File: src/rtl/chg_seq_pkg.sv
package chg_seq_pkg;
  typedef enum logic [2:0] {
    PH_IDLE    = 3'b000,
    PH_TRICKLE = 3'b001,
    PH_PRE     = 3'b010,
    PH_FAST    = 3'b011,
    PH_TAPER   = 3'b100,
    PH_TOPOFF  = 3'b110,
    PH_DONE    = 3'b111
  } phase_e;
endpackage

File: src/rtl/chg_topoff_tmr.sv
module chg_topoff_tmr #(
  parameter int unsigned CYCLES = 16
) (
  input  logic clk_i,
  input  logic rst_ni,
  input  logic run_i,
  output logic expire_o
);
  localparam int unsigned CW = $clog2(CYCLES > 1 ? CYCLES : 2);
  localparam logic [CW-1:0] LAST = CW'(CYCLES - 1);

  logic [CW-1:0] cnt_q;

  always_ff @(posedge clk_i or negedge rst_ni) begin
    if (!rst_ni)                    cnt_q <= '0;
    else if (!run_i || expire_o)    cnt_q <= '0;
    else                            cnt_q <= cnt_q + 1'b1;
  end

  assign expire_o = run_i && (cnt_q == LAST);
endmodule

File: src/rtl/chg_restart_arm.sv
module chg_restart_arm (
  input  logic clk_i,
  input  logic rst_ni,
  input  logic in_done_i,
  input  logic en_pair_i,
  output logic restart_o
);
  logic armed_q;

  // arm on a disable seen in done; clear on leaving done
  always_ff @(posedge clk_i or negedge rst_ni) begin
    if (!rst_ni) armed_q <= 1'b0;
    else         armed_q <= in_done_i && (armed_q || !en_pair_i);
  end

  assign restart_o = armed_q && en_pair_i;
endmodule

File: src/rtl/chg_irq_gen.sv
module chg_irq_gen #(
  parameter int unsigned W = 3
) (
  input  logic         clk_i,
  input  logic         rst_ni,
  input  logic [W-1:0] cur_i,
  input  logic [W-1:0] nxt_i,
  output logic         irq_o
);
  always_ff @(posedge clk_i or negedge rst_ni) begin
    if (!rst_ni) irq_o <= 1'b0;
    else         irq_o <= (nxt_i != cur_i);
  end
endmodule

File: src/rtl/chg_seq.sv
module chg_seq
  import chg_seq_pkg::*;
#(
  parameter int unsigned TOPOFF_CYCLES = 16
) (
  input  logic       clk_i,
  input  logic       rst_ni,
  input  logic       conv_rdy_i,
  input  logic       chg_en_i,
  input  logic       ce_ni,
  input  logic       ts_fault_i,
  input  logic       tmr_fault_i,
  input  logic       vbat_gt_short_i,
  input  logic       vbat_gt_lowv_i,
  input  logic       vbat_gt_rechg_i,
  input  logic       ibat_lt_term_i,
  input  logic       reg_loop_i,
  input  logic       vbat_at_reg_i,
  input  logic       topoff_en_i,
  output logic [2:0] phase_o,
  output logic       irq_o
);
  localparam int unsigned PW = $bits(phase_e);

  phase_e ph_q, ph_d, entry_ph;
  logic   hw_fault, en_pair, start_ok, term_ok, topoff_done, tgl_restart;

  assign hw_fault = !conv_rdy_i || ts_fault_i || tmr_fault_i;
  assign en_pair  = chg_en_i && !ce_ni;
  assign start_ok = en_pair && !hw_fault;
  assign term_ok  = ibat_lt_term_i && vbat_gt_rechg_i && !reg_loop_i;

  always_comb begin
    if (!vbat_gt_short_i)     entry_ph = PH_TRICKLE;
    else if (!vbat_gt_lowv_i) entry_ph = PH_PRE;
    else                      entry_ph = PH_FAST;
  end

  chg_topoff_tmr #(.CYCLES(TOPOFF_CYCLES)) u_topoff (
    .clk_i    (clk_i),
    .rst_ni   (rst_ni),
    .run_i    (ph_q == PH_TOPOFF),
    .expire_o (topoff_done)
  );

  chg_restart_arm u_arm (
    .clk_i     (clk_i),
    .rst_ni    (rst_ni),
    .in_done_i (ph_q == PH_DONE),
    .en_pair_i (en_pair),
    .restart_o (tgl_restart)
  );

  always_comb begin
    ph_d = ph_q;
    if (ph_q != PH_DONE && ph_q != PH_IDLE && !start_ok) begin
      ph_d = PH_IDLE;
    end else begin
      unique case (ph_q)
        PH_IDLE:    if (start_ok) ph_d = entry_ph;
        PH_TRICKLE: if (vbat_gt_short_i) ph_d = PH_PRE;
        PH_PRE:     if (vbat_gt_lowv_i) ph_d = PH_FAST;
        PH_FAST:    if (vbat_at_reg_i) ph_d = PH_TAPER;
        PH_TAPER:   if (term_ok) ph_d = topoff_en_i ? PH_TOPOFF : PH_DONE;
        PH_TOPOFF:  if (topoff_done) ph_d = PH_DONE;
        PH_DONE: begin
          if (hw_fault)                                   ph_d = PH_IDLE;
          else if (en_pair && (tgl_restart || !vbat_gt_rechg_i)) ph_d = entry_ph;
        end
        default:    ph_d = PH_IDLE;
      endcase
    end
  end

  always_ff @(posedge clk_i or negedge rst_ni) begin
    if (!rst_ni) ph_q <= PH_IDLE;
    else         ph_q <= ph_d;
  end

  chg_irq_gen #(.W(PW)) u_irq (
    .clk_i  (clk_i),
    .rst_ni (rst_ni),
    .cur_i  (ph_q),
    .nxt_i  (ph_d),
    .irq_o  (irq_o)
  );

  assign phase_o = ph_q;
endmodule

File: config.mk
export PLATFORM = sky130hd
export DESIGN_NAME = chg_seq
export DESIGN_NICKNAME = d
export VERILOG_FILES = /design/src/rtl/chg_seq_pkg.sv /design/src/rtl/chg_topoff_tmr.sv /design/src/rtl/chg_restart_arm.sv /design/src/rtl/chg_irq_gen.sv /design/src/rtl/chg_seq.sv
export SDC_FILE = /design/constraint.sdc
export NUM_CORES = 1
export LEC_CHECK = 0
export ABC_AREA = 0
export CORE_UTILIZATION = 45
export CTS_BUF_LIST = sky130_fd_sc_hd__clkbuf_4 sky130_fd_sc_hd__clkbuf_8 sky130_fd_sc_hd__clkbuf_16
export DETAILED_ROUTE_END_ITERATION = 8
export GPL_ROUTABILITY_DRIVEN = 0
export PLACE_DENSITY = 0.86
export SYNTH_ARGS = -nofsm -noshare
export SYNTH_HDL_FRONTEND = slang
export SYNTH_SLANG_ARGS = --single-unit
File: constraint.sdc
create_clock -name clk_i -period 3.2 [get_ports clk_i]
set_clock_uncertainty 0.2 [all_clocks]
set_input_delay 0.8 -clock clk_i [delete_from_list [all_inputs] [get_ports clk_i]]
set_output_delay 0.8 -clock clk_i [all_outputs]
set_load 0.1 [all_outputs]
Word level (Yosys, flattened, before mapping)

Index checks and enable logic that the tools add are counted.

Equality and inequality tests: 9
Reduce and logical (&&, ||, !) cells: 25
Multiplexer cells: 14
$add $sub $neg: 1

Operators with widths:

| cell                  | number |
|---|---|
| $mux W3               | 10 |
| $pmux W3 S7           | 1 |
| $logic_and A1 B1 Y1   | 10 |
| $eq A3 B3 Y1 const B  | 3 |
| $logic_not A1 Y1      | 8 |
| $eq A3 B2 Y1 const B  | 2 |
| $logic_or A1 B1 Y1    | 5 |
| $add A4 B1 Y4 const B | 1 |
| $eq A4 B4 Y1 const B  | 1 |
| $mux W4               | 1 |
| $eq A3 B1 Y1 const B  | 1 |
| $logic_not A3 Y1      | 1 |
| $ne A3 B3 Y1          | 1 |
| $ne A3 B3 Y1 const B  | 1 |
| $reduce_bool A3 Y1    | 1 |
| $mux W1               | 2 |

Word-level logic and storage cells: 53
Bits in registers: 9
Input bits: 14
Output and inout port bits: 4

Longest topological paths before layout

Word-level depth: 10
Depth in mapped cells: 7
Depth with buffers taken out: 7

Modules after synthesis

Synthesis repeated with hierarchy kept, for this count alone.

Cells, all modules: 66
Area, all modules: 614.3 µm²

By module, submodules not included:

| module          | times used | cells each | area each (µm²) |
|---|---|---|---|
| chg_seq         | 1          | 42         | 340.3 |
| chg_topoff_tmr  | 1          | 15         | 173.9 |
| chg_irq_gen     | 1          | 5          | 56.3 |
| chg_restart_arm | 1          | 4          | 43.8 |

Worst setup path after synthesis

OpenSTA, ideal clock, no wires.

Path type: flip-flop to flip-flop
Start point: register ph_q[1], in the netlist phase_o[1]
End point: register u_irq.irq_o
Buffers on the path: 1
Required time: 2.867 ns
Slack: 0.838 ns
Arrival time: 2.030 ns
Stages on the path, launching flop included: 8
Library setup time: 0.133 ns
Path through: dfrtp_1 > buf_4 > nor2_1 > nand4b_1 > a21boi_0 > o31a_4 > xnor2_1 > o211ai_1

Cells in the longest elaborated chain, start to end: 6
Elaborated cells between the ends (all ways): 23
Those cells by class: eq/ne: 8; mux: 10; reduce/logical: 5

Ends and longest elaborated chain:

| element                  | RTL line                     | text |
|---|---|---|
| start: declaration       | chg_seq.sv:25                | `phase_e ph_q, ph_d, entry_ph;` |
| start signal: assignment | chg_seq.sv:77                | `else ph_q <= ph_d;` |
| $eq A3 B3 Y1             | chg_seq.sv:42, chg_seq.sv:59 |  |
| $logic_and A1 B1 Y1      | chg_topoff_tmr.sv:20         | `assign expire_o = run_i && (cnt_q == LAST);` |
| $mux W3                  | chg_seq.sv:65                | `PH_TOPOFF: if (topoff_done) ph_d = PH_DONE;` |
| $pmux W3 S7              | chg_seq.sv:59                | `unique case (ph_q)` |
| $mux W3 *                | chg_seq.sv:56                | `if (ph_q != PH_DONE && ph_q != PH_IDLE && !start_ok) begin` |
| net ph_d[1]              | chg_seq.sv:25                |  |
| $ne A3 B3 Y1 *           | chg_irq_gen.sv:12            | `else irq_o <= (nxt_i != cur_i);` |
| end signal: assignment   | chg_irq_gen.sv:12            |  |
| end: declaration         | chg_irq_gen.sv:8             | `output logic irq_o` |

The timed path passes the listed nets; every way through them passes the cells marked *.

Final worst setup path

Start point: input ts_fault_i
End point: register u_irq.irq_o

Cells in the longest elaborated chain, start to end: 8
Elaborated cells between the ends (all ways): 11
Those cells by class: eq/ne: 1; mux: 4; reduce/logical: 6

Ends and longest elaborated chain:

| element                                            | RTL line                     | text |
|---|---|---|
| start: declaration                                 | chg_seq.sv:11                | `input logic ts_fault_i,` |
| $logic_or A1 B1 Y1 * (2 in a row)                  | chg_seq.sv:28                | `assign hw_fault = !conv_rdy_i \|\| ts_fault_i \|\| tmr_fault_i;` |
| $logic_not A1 Y1                                   | chg_seq.sv:30                | `assign start_ok = en_pair && !hw_fault;` |
| $logic_and A1 B1 Y1                                | chg_seq.sv:30                |  |
| $mux W3 or $logic_not A1 Y1 (tied branches)        | chg_seq.sv:60, chg_seq.sv:56 |  |
| $pmux W3 S7 or $logic_and A1 B1 Y1 (tied branches) | chg_seq.sv:59, chg_seq.sv:56 |  |
| $mux W3 *                                          | chg_seq.sv:56                |  |
| net ph_d[1]                                        | chg_seq.sv:25                |  |
| $ne A3 B3 Y1 *                                     | chg_irq_gen.sv:12            |  |

Marks and branches as above.

==> results.md <==
* First-pass GRT wire length at ~2000 microns
* Minimum clock period at 2490 ps
* Syn_area_per_cell at 8.91 sq um
* Worst slew pin tran at between 400 and 500 ps
* CP endpoint: u_irq.irq_o
* DRT iter0 DRCs at 7
* Post-DRT Antenna Nets at 0
* Synth top area share at 34.6%
* DIE AREA at 1600 sq um
* Avg WL per Cell at approximately 13 microns
* Vias in the first global route at ~490
* Top sig layer: met4
* Layout Nets at ~110
* Slew headroom at about 67%
* Synth Instances at 73
* Max Slew Vio Count at 0
* Clk sink count at 9
* RSZ-0062 raised after global routing: false
* Crit share post-route at 77.7%
* Met1 WL at 653 microns
* Via count at 620
* Setup-failing EPs final at 0
* Mapped Area at around 650 sq um
* Layout cell share with drive strength beyond 1 at roughly 15%
* CTS hold repair buffers at 0
* # fillers at about 120
* GRT Util Overall at a little under a fifth
* Hold crit path type: reg -> reg
* Crit. path cell count at 7
* Row cnt at 13
* Critical path cell sequence: clkdlybuf4s50_1 -> nor3b_4 -> a21oi_1 -> o221ai_2 -> o31a_4 -> xnor2_1 -> o211ai_1
* Power Density at 654 nW/um^2
* DP HPWL at ~1000 microns
* CP Launch Type: input pin
* Ys Warns at 0
* Clock-pin slew on the worst setup and hold paths at about 60 ps
* Largest net degree at the start of global routing at 17
* Drt pass-1 iters at 4
* Worst R2R Path Depth at 6
* H-tree levels at 1
* Initial antenna violation count at 0
* CTS Buf Count at 3
* Worst r2r dst: u_irq.irq_o
* Dominant cells by area after synthesis: dfrtp_1 (35%), nor2_1 (5.8%), a21oi_1 (5.4%)
* CP top delay family: compound AO/OA/AOI/OAI gates
* Wire length after detailed routing at ~1400 microns
* Starting density of the core at ~50%
* Longest Clk Path Bufs at 2
* Met2 wire len at roughly 600 microns
* Clk Latency, worst-skew pair at roughly 260 ps
* Non-Filler Instances at approximately 110
* IO Port Bufs at 17
* CP Capture Type: register
* Cells after DPL at 102
* WP buf/inv at 1
* Net count after synthesis at between 80 and 90
* IR drop worst, VDD at 0.369 mV
* Area of the multi-input gates at 400 sq um
* Die Ht at ~40 microns
* Grt ovf at 0
* Pleak at 0.000359 uW
* Synth area leader: dfrtp_1
* Fmax at 402 MHz
* Root Buffer: clkbuf_4
* Seq/Total Area, Yosys at 34.6%
* Status: completed
* Met3 wire len at roughly 94 microns
* Max Cap Viol at 0
* Drc violations at 0
* DR vias/cell at 5.85
* Placed inst area at roughly 800 sq um
* Setup bufs post-CTS at 0
* Critical Path Source: ts_fault_i
* N_diodes at 0
* Yosys reg bits at 9
* Critical path's slowest cell: clkdlybuf4s50_1
* # IOs at 18
* Kind of critical path: in -> reg
* Reg2Reg Setup Slack at about 1100 ps
* Reg2reg start: phase_o[0]
* Fin. Hold Viols at 0
* Final std cell area, no fill at between 800 and 900 sq um
* Layout area overhead at 29.4%
* CP required at between 3000 and 4000 ps
* Post-synthesis cell type count at 34
* CP peak stage delay at ~440 ps
* FF+latch area at 225 sq um
* Setup tns final at 0 ps
* WP data arrival at 2420 ps
* Die width at 40.0 microns
* Critical-path maximum fanout at 7
* TritonCTS clock tree: built
* PostCTS Resize Cnt at 0
* Core ar. at approximately 1300 sq um
-- per-layer routing --
layer  vias up  global-route usage, %
met3         6                   2.78
li1        308                      -
met5         -                      0
met4         0                   12.9
met1       285                   23.3
met2        21                   30.2
-- per-stage QoR --
step | util [%] | hold slack [ps] | worst slack (ps) | total power, uW
after floorplan | - | 232 | 838 | 393
after global placement | 61.6 | 255 | 472 | 448
after detailed placement | 61.6 | 259 | 438 | 454
after CTS | 63.9 | 267 | 703 | 551
after global routing | 63.9 | 283 | 587 | 576
final | 63.9 | 259 | 714 | 551
-- area by class of cell --
type | count | share of cell area, %
well taps | 15 | 2.23
multi-input cells | 59 | 47.5
inverters | 2 | 0.892
flip-flops and latches | 9 | 26.7
clock buffers | 4 | 3.57
repair buffers | 17 | 19.0
-- cell usage after synthesis --
master and instances:
a21oi_1 7, nand2_2 1, nor2_1 10, o211ai_2 1
nand3_1 3, nor3_1 1, o31a_4 1, nor3b_4 1
buf_2 2, nand2b_1 2, dfrtp_1 9, and2_2 1
a22oi_1 1, o221ai_2 1, nand4_1 1, and3_1 1
o21ai_0 1, nand4b_1 4, and2b_1 1, xnor2_1 2
a311o_1 1, nor2b_1 1, nand2_1 6, a21o_1 1
o41ai_1 1, o211ai_1 3, xor2_1 1, ha_1 1
nand3b_1 1, inv_1 2, buf_4 1, o211a_1 1
a21boi_0 1, a22o_1 1
-- layout by cell type, fill, tap and decap left out, drive strengths merged, types with 2 or more instances in the layout --
| master | synthesis | final |
|---|---|---|
| nand2 | 7 | 7 |
| nand4b | 4 | 4 |
| dfrtp | 9 | 9 |
| nand3 | 3 | 3 |
| nor2 | 10 | 10 |
| clkdlybuf4s50 | 0 | 13 |
| nand2b | 2 | 2 |
| buf | 3 | 4 |
| clkbuf | 0 | 4 |
| inv | 2 | 2 |
| o211ai | 4 | 4 |
| a21oi | 7 | 7 |
| xnor2 | 2 | 2 |
-- report_power, final --
part           switching [uW]  internal (uW)  leakage, uW
Sequential               37.7            130     0.000121
Clock                    40.2           56.6    0.0000184
Combinational             186            100     0.000219
-- sequential cells by signal, indices dropped and copies added, names as in the netlist --
register / count
u_topoff.cnt_q: 4
phase_o: 3
u_arm.armed_q: 1
u_irq.irq_o: 1
-- cell families (layout without fill, tap and decap cells) --
kind of cell	count (synthesis)	in the layout	share of synthesized area, %
buf+inv	5	23	3.85
flops	9	9	34.6
xor+xnor	3	3	4.04
fa+ha+maj	1	1	1.92
compound gates	21	21	25.8
simple gates	34	34	29.8
-- worst min path at each step --
stage / start / to / slack, ps / cells past startpoint
6_report: u_topoff.cnt_q[0] / u_topoff.cnt_q[0] / 260 / 1
5_1_grt: u_topoff.cnt_q[0] / u_topoff.cnt_q[0] / 280 / 1
3_5_place_dp: u_topoff.cnt_q[0] / u_topoff.cnt_q[0] / 260 / 1
4_1_cts: u_topoff.cnt_q[0] / u_topoff.cnt_q[0] / 270 / 1
3_3_place_gp: u_topoff.cnt_q[0] / u_topoff.cnt_q[0] / 260 / 1
2_1_floorplan: u_topoff.cnt_q[0] / u_topoff.cnt_q[0] / 230 / 1
(Power assumes the default switching activity.)
